===== config.mk =====
export PLATFORM = sky130hd
export DESIGN_NAME = tcap_unit
export DESIGN_NICKNAME = d
export VERILOG_FILES = /design/src/rtl/tcap_pkg.sv /design/src/rtl/tcap_counter.sv /design/src/rtl/tcap_edge_sync.sv /design/src/rtl/tcap_capture.sv /design/src/rtl/tcap_unit.sv
export SDC_FILE = /design/constraint.sdc
export NUM_CORES = 1
export LEC_CHECK = 0
export BUFFER_PORTS_ARGS = -buffer_cell sky130_fd_sc_hd__clkbuf_2
export CAP_MARGIN = 5
export CORE_MARGIN = 3
export CORE_UTILIZATION = 48
export CTS_CLUSTER_SIZE = 10
export DETAILED_ROUTE_END_ITERATION = 16
export PLACE_DENSITY = 0.79
export SKIP_CTS_REPAIR_TIMING = 1
export SLEW_MARGIN = 20
export SYNTH_ARGS = -nofsm -noshare
export SYNTH_HDL_FRONTEND = slang
export SYNTH_HIERARCHICAL = 1
export SYNTH_SLANG_ARGS = --single-unit
export TNS_END_PERCENT = 100

===== constraint.sdc =====
create_clock -name clk -period 1.9 [get_ports clk]
set_clock_uncertainty 0.2 [all_clocks]
set_input_delay 0.095 -clock clk [delete_from_list [all_inputs] [get_ports clk]]
set_output_delay 0.095 -clock clk [all_outputs]
set_load 0.005 [all_outputs]

===== src/rtl/tcap_pkg.sv =====
package tcap_pkg;

    localparam int DATA_W = 8;
    localparam int CNT_W  = 2 * DATA_W;

    typedef logic [DATA_W-1:0] byte_t;
    typedef logic [CNT_W-1:0]  count_t;

    typedef enum logic [1:0] {
        SEL_NONE = 2'd0,
        SEL_LO   = 2'd1,
        SEL_HI   = 2'd2
    } sel_e;

    typedef struct packed {
        logic wr;
        logic rd;
        sel_e sel;
    } bus_req_t;

    function automatic byte_t pick_byte(input count_t value, input logic upper);
        return upper ? value[CNT_W-1:DATA_W] : value[DATA_W-1:0];
    endfunction

endpackage


===== src/rtl/tcap_counter.sv =====
module tcap_counter
    import tcap_pkg::*;
(
    input  logic   clk,
    input  logic   rst,
    input  logic   en,
    output count_t cnt
);

    always_ff @(posedge clk) begin
        if (rst)
            cnt <= '0;
        else if (en)
            cnt <= cnt + count_t'(1);
    end


    cnt_step_chk: assert property (@(posedge clk) disable iff (rst)
        en |=> cnt == count_t'($past(cnt) + count_t'(1)));


    cnt_hold_chk: assert property (@(posedge clk) disable iff (rst)
        !en |=> $stable(cnt));

endmodule


===== src/rtl/tcap_edge_sync.sv =====
module tcap_edge_sync #(
    parameter int STAGES = 2
) (
    input  logic clk,
    input  logic rst,
    input  logic din,
    output logic pulse
);

    localparam int LAST = STAGES;

    logic [LAST:0] shreg;

    always_ff @(posedge clk) begin
        if (rst)
            shreg <= '0;
        else
            shreg <= {shreg[LAST-1:0], din};
    end

    assign pulse = shreg[LAST-1] & ~shreg[LAST];


    pulse_single_chk: assert property (@(posedge clk) disable iff (rst)
        pulse |=> !pulse);

endmodule


===== src/rtl/tcap_capture.sv =====
module tcap_capture
    import tcap_pkg::*;
(
    input  logic   clk,
    input  logic   rst,
    input  logic   cap_stb,
    input  logic   flag_clr,
    input  count_t cnt_i,
    output count_t cap_q,
    output logic   flag
);

    always_ff @(posedge clk) begin
        if (cap_stb)
            cap_q <= cnt_i;
    end

    always_ff @(posedge clk) begin
        if (rst)
            flag <= 1'b0;
        else if (cap_stb)
            flag <= 1'b1;
        else if (flag_clr)
            flag <= 1'b0;
    end


    flag_set_chk: assert property (@(posedge clk) disable iff (rst)
        cap_stb |=> flag);


    flag_clr_chk: assert property (@(posedge clk) disable iff (rst)
        (flag_clr && !cap_stb) |=> !flag);


    cap_load_chk: assert property (@(posedge clk) disable iff (rst)
        cap_stb |=> cap_q == $past(cnt_i));

endmodule


===== src/rtl/tcap_unit.sv =====
module tcap_unit
    import tcap_pkg::*;
#(
    parameter int              ADDR_W      = 8,
    parameter logic [ADDR_W-1:0] BASE_ADDR = 8'h20,
    parameter int              SYNC_STAGES = 2
) (
    input  logic              clk,
    input  logic              rst,
    input  logic              cnt_en,
    input  logic              cap_in,
    input  logic [ADDR_W-1:0] bus_addr,
    input  logic              bus_wr,
    input  logic              bus_rd,
    input  logic [7:0]        bus_wdata,
    output logic [7:0]        bus_rdata,
    output logic              cap_flag
);

    localparam logic [ADDR_W-1:0] HI_ADDR = BASE_ADDR + ADDR_W'(1);

    bus_req_t req;
    count_t   count;
    count_t   snap;
    logic     ext_pulse;
    logic     sw_trig;
    logic     cap_stb;
    byte_t    unused_wdata;

    assign unused_wdata = bus_wdata;

    always_comb begin
        req.wr = bus_wr;
        req.rd = bus_rd;
        if (bus_addr == BASE_ADDR)
            req.sel = SEL_LO;
        else if (bus_addr == HI_ADDR)
            req.sel = SEL_HI;
        else
            req.sel = SEL_NONE;
    end

    assign sw_trig = req.wr && (req.sel != SEL_NONE);
    assign cap_stb = ext_pulse | sw_trig;

    tcap_counter u_counter (
        .clk (clk),
        .rst (rst),
        .en  (cnt_en),
        .cnt (count)
    );

    tcap_edge_sync #(.STAGES(SYNC_STAGES)) u_sync (
        .clk   (clk),
        .rst   (rst),
        .din   (cap_in),
        .pulse (ext_pulse)
    );

    tcap_capture u_capture (
        .clk      (clk),
        .rst      (rst),
        .cap_stb  (cap_stb),
        .flag_clr (req.rd && (req.sel == SEL_HI)),
        .cnt_i    (count),
        .cap_q    (snap),
        .flag     (cap_flag)
    );

    always_comb begin
        unique case (req.sel)
            SEL_LO:  bus_rdata = pick_byte(snap, 1'b0);
            SEL_HI:  bus_rdata = pick_byte(snap, 1'b1);
            default: bus_rdata = '0;
        endcase
    end


    dual_trig_chk: assert property (@(posedge clk) disable iff (rst)
        (ext_pulse && sw_trig) |=> (cap_flag && snap == $past(count)));

endmodule


==> key figures <==
Synthesis
  – Post-Syn Area: ~1600 µm²
  – Number of flip-flops and latches in the synthesized netlist: 36
  – Xor/xnor cell area share of the yosys netlist: 5.578%
  – Largest family of logic cells by synthesized area: simple AND/OR/NAND/NOR gates
  – Mapped Avg Cell Area: 11.55 µm²
  – Share of synthesized area occupied by flip-flops and latches: between 50% and 60%
  – Adder-cell share of the synthesized area: less than 1%
  – Synthesized net count: roughly 160
  – Area fraction in and, or, nand and nor cells after synthesis: 22.95%
  – Unique cell type count in the Yosys netlist: 36
  – Synth warnings: 6
  – Proportion of synthesized area in mux cells: 7.171%
  – Number of instances in the synthesized netlist: 136
  – Synth Area in Compound Gates: 4.303%

Setup path
  – Critical path endpoint category: flop
  – Delay of the slowest critical-path stage: 420 ps
  – Crit path kind: flop to flop
  – Internal reg-to-reg setup slack: 80 ps
  – Slowest-stage cell, CP: dfxtp_1
  – Cells along the critical path: nand4_2, or2_2, nor4_2, mux2_2
  – WP data arrival: 1850 ps
  – Critical path startpoint category: flop
  – Worst Path Required: slightly below 2000 ps
  – Worst-path fanout max: 3
  – Worst path top cell family by delay: simple AND/OR/NAND/NOR gates
  – Sum of buffers and inverters on the critical path: 0

Die
  – Height of the die: 63.20 µm
  – Site row count: 20
  – Die area: 3994 µm²
  – Die Wd: 63.20 µm
  – I/O pin count: 31
  – Effective utilization at floorplan: 51.02%
  – Core area: 3078 µm²

Clocking
  – # H-tree levels: 2
  – # clock sinks: 36
  – Clock-pin slew of the registers on the worst-case setup and hold paths: 110 ps
  – Worst-Skew Late Latency: between 300 and 400 ps
  – TritonCTS clock tree: done
  – Maximum clock path buffer count: 2
  – Num CTS Buffers: 5
  – Root cell of the clock tree: clkbuf_4

Outcome
  – Status: finished with violations
  – Violations in the final reports: negative hold slack

Timing
  – Worst-case headroom to the max-slew limit: 71.15%
  – Final setup violation count: 0
  – Final TNS setup: 0 ps
  – Worst hold slack: -19.36 ps
  – Final worst path period share: ~96%
  – Maximum frequency from static timing analysis: 550.7 MHz
  – Final Max Slew Viols: 0
  – Count of endpoints failing hold in the final timing report: 1
  – Final worst slack: 84.24 ps
  – Slew @ Worst Pin: 432.7 ps
  – Final min period: 1816 ps

Routing
  – Number of vias after detailed routing: ~1100
  – DRC: 0
  – Number of nets with antenna violations after routing: 0
  – Number of optimization iterations in the first detailed-route pass: 4
  – Initial drt markers: 31
  – Detail-routed net length per standard cell: 13.67 µm
  – Vias/cell: 5.206
  – Total routed wirelength: 2981 µm

Global route
  – Via count of the first global-routing pass: 1151
  – First-pass GRT wire length: 4995 µm
  – Number of antenna violations at the first check in global routing: 0
  – Largest net degree at the start of global routing: 24
  – Total overflow reported by the global router: 0
  – GRT Resource Usage Total: 16.32%

Finish
  – Count of non-filler cells in the finished layout: 218
  – Number of nets in the layout: a little under 200
  – Antenna fix cells: 0
  – Area added between synthesis and finish: 23.82%
  – Proportion of layout cells with a drive suffix above 1: between 30 and 40%

Place
  – Buffers on Ports: 22
  – Dpl hpwl: 2105 µm
  – Placer congestion estimate: 0.7947
  – Number of placed cells counting well taps: around 210
  – Setup slack at placement: 14.28 ps

Power and ir drop
  – Total power per unit cell area: 747.1 nW/µm²
  – Peak supply drop: 0.0006157 V
  – Static Leakage: 0.7370 nW
  – Post-layout power: approximately 1.5 mW

Run
  – Reported max-cap violation count: 0

Worst hold path
  – Hold Crit Class: primary input to flop
==> per-stage QoR <==
| step | hold slack (ps) | util (%) | cell area [µm²] |
|---|---|---|---|
| 6_report | -19.36 | 63.17 | 1944 |
| 2_1_floorplan | -42.56 | - | 1570 |
| 5_1_grt | 12.92 | 63.17 | 1944 |
| 3_3_place_gp | 105.6 | 58.74 | 1808 |
| 3_5_place_dp | 109.4 | 58.74 | 1808 |
| 4_1_cts | -255.9 | 61.34 | 1888 |
==> sequential cells by signal, indices dropped and copies added, names as in the netlist <==
signal and flops:
u_capture/cap_q 16, u_counter/cnt 16, u_sync/shreg 3, u_capture/flag 1
==> worst reg2reg max path: stages, from the launching register on <==
cell and delay, ps:
dfxtp_1 420, nand4_2 120, or2_2 360, nor4_2 250, mux2_2 360
==> cells by family (layout without fill, tap and decap cells) <==
kind of cell | after synthesis | in the layout
AOI/OAI and AO/OA | 8 | 8
muxes | 11 | 11
and+or+nand+nor | 59 | 59
xor gates and xnor gates | 10 | 10
buffers and inverters | 11 | 49
adders and majority gates | 1 | 1
DFF | 36 | 36
==> worst paths after layout <==
path | depth (start not counted) | start | to
worst max-delay path | 4 | u_counter/cnt[8] | u_counter/cnt[14]
worst min-delay path | 2 | rst | u_capture/flag
worst max register to register | 4 | u_counter/cnt[8] | u_counter/cnt[14]
worst min register to register | 1 | u_sync/shreg[0] | u_sync/shreg[1]
==> layout make-up <==
cell class | count | area, µm²
inverter | 5 | 18.77
tap | 44 | 55.05
clock inverter | 3 | 42.54
timing repair buffer | 36 | 232.7
multi-input combinational | 89 | 675.6
sequential | 36 | 882.1
clock buffer | 5 | 37.54
fill | 245 | 1134
==> where the power goes <==
part / switching (mW) / total (mW) / internal, mW
registers: 0.0111 / 0.838 / 0.827
clock network: 0.256 / 0.530 / 0.274
logic: 0.0436 / 0.0851 / 0.0415
total: 0.310 / 1.45 / 1.14
==> cells in the mapped netlist (all sizes together) <==
cell / instances / area share (%)
xnor2: 6 / 3.3
dfxtp: 20 / 25
and3: 1 / 0.40
or3b: 1 / 0.56
o41ai: 1 / 0.56
nor4b: 1 / 0.96
a21oi: 4 / 1.5
buf: 2 / 0.96
nand2b: 2 / 0.80
ha: 1 / 0.80
nand2: 7 / 1.7
xor2: 4 / 2.2
o21ai: 1 / 0.32
a31o: 1 / 0.56
mux2: 2 / 1.4
nor2: 16 / 3.8
or2: 1 / 0.40
nand4: 3 / 2.5
mux2i: 9 / 5.7
nor4: 4 / 2.5
nand3: 3 / 0.96
o31ai: 1 / 1.4
edfxtp: 16 / 31
or3: 2 / 0.80
inv: 5 / 1.2
nor2b: 5 / 2.2
nor3: 12 / 4.5
clkbuf: 4 / 0.96
or4b: 1 / 0.88
==> per-layer routing <==
layer	global-route usage, %	up-vias	wire length (µm)
met5	0	-	0
met4	12.40	0	80
met3	5.348	10	213
met2	27.01	41	1472
met1	17.09	528	1215
li1	-	556	-
==> placed cells by master, fill, tap and decap left out, types with 3 or more instances in the layout <==
cell type	netlist	routed
xor2_1	4	4
inv_1	5	5
buf_4	0	11
nor3_1	10	10
nor2b_1	4	4
nor2_1	16	16
clkbuf_4	0	5
clkbuf_2	0	22
a21oi_1	3	3
dfxtp_1	20	19
xnor2_1	6	6
nand2_1	7	6
edfxtp_1	16	16
mux2i_1	9	9
No activity file was read; power rests on OpenSTA's default activity.
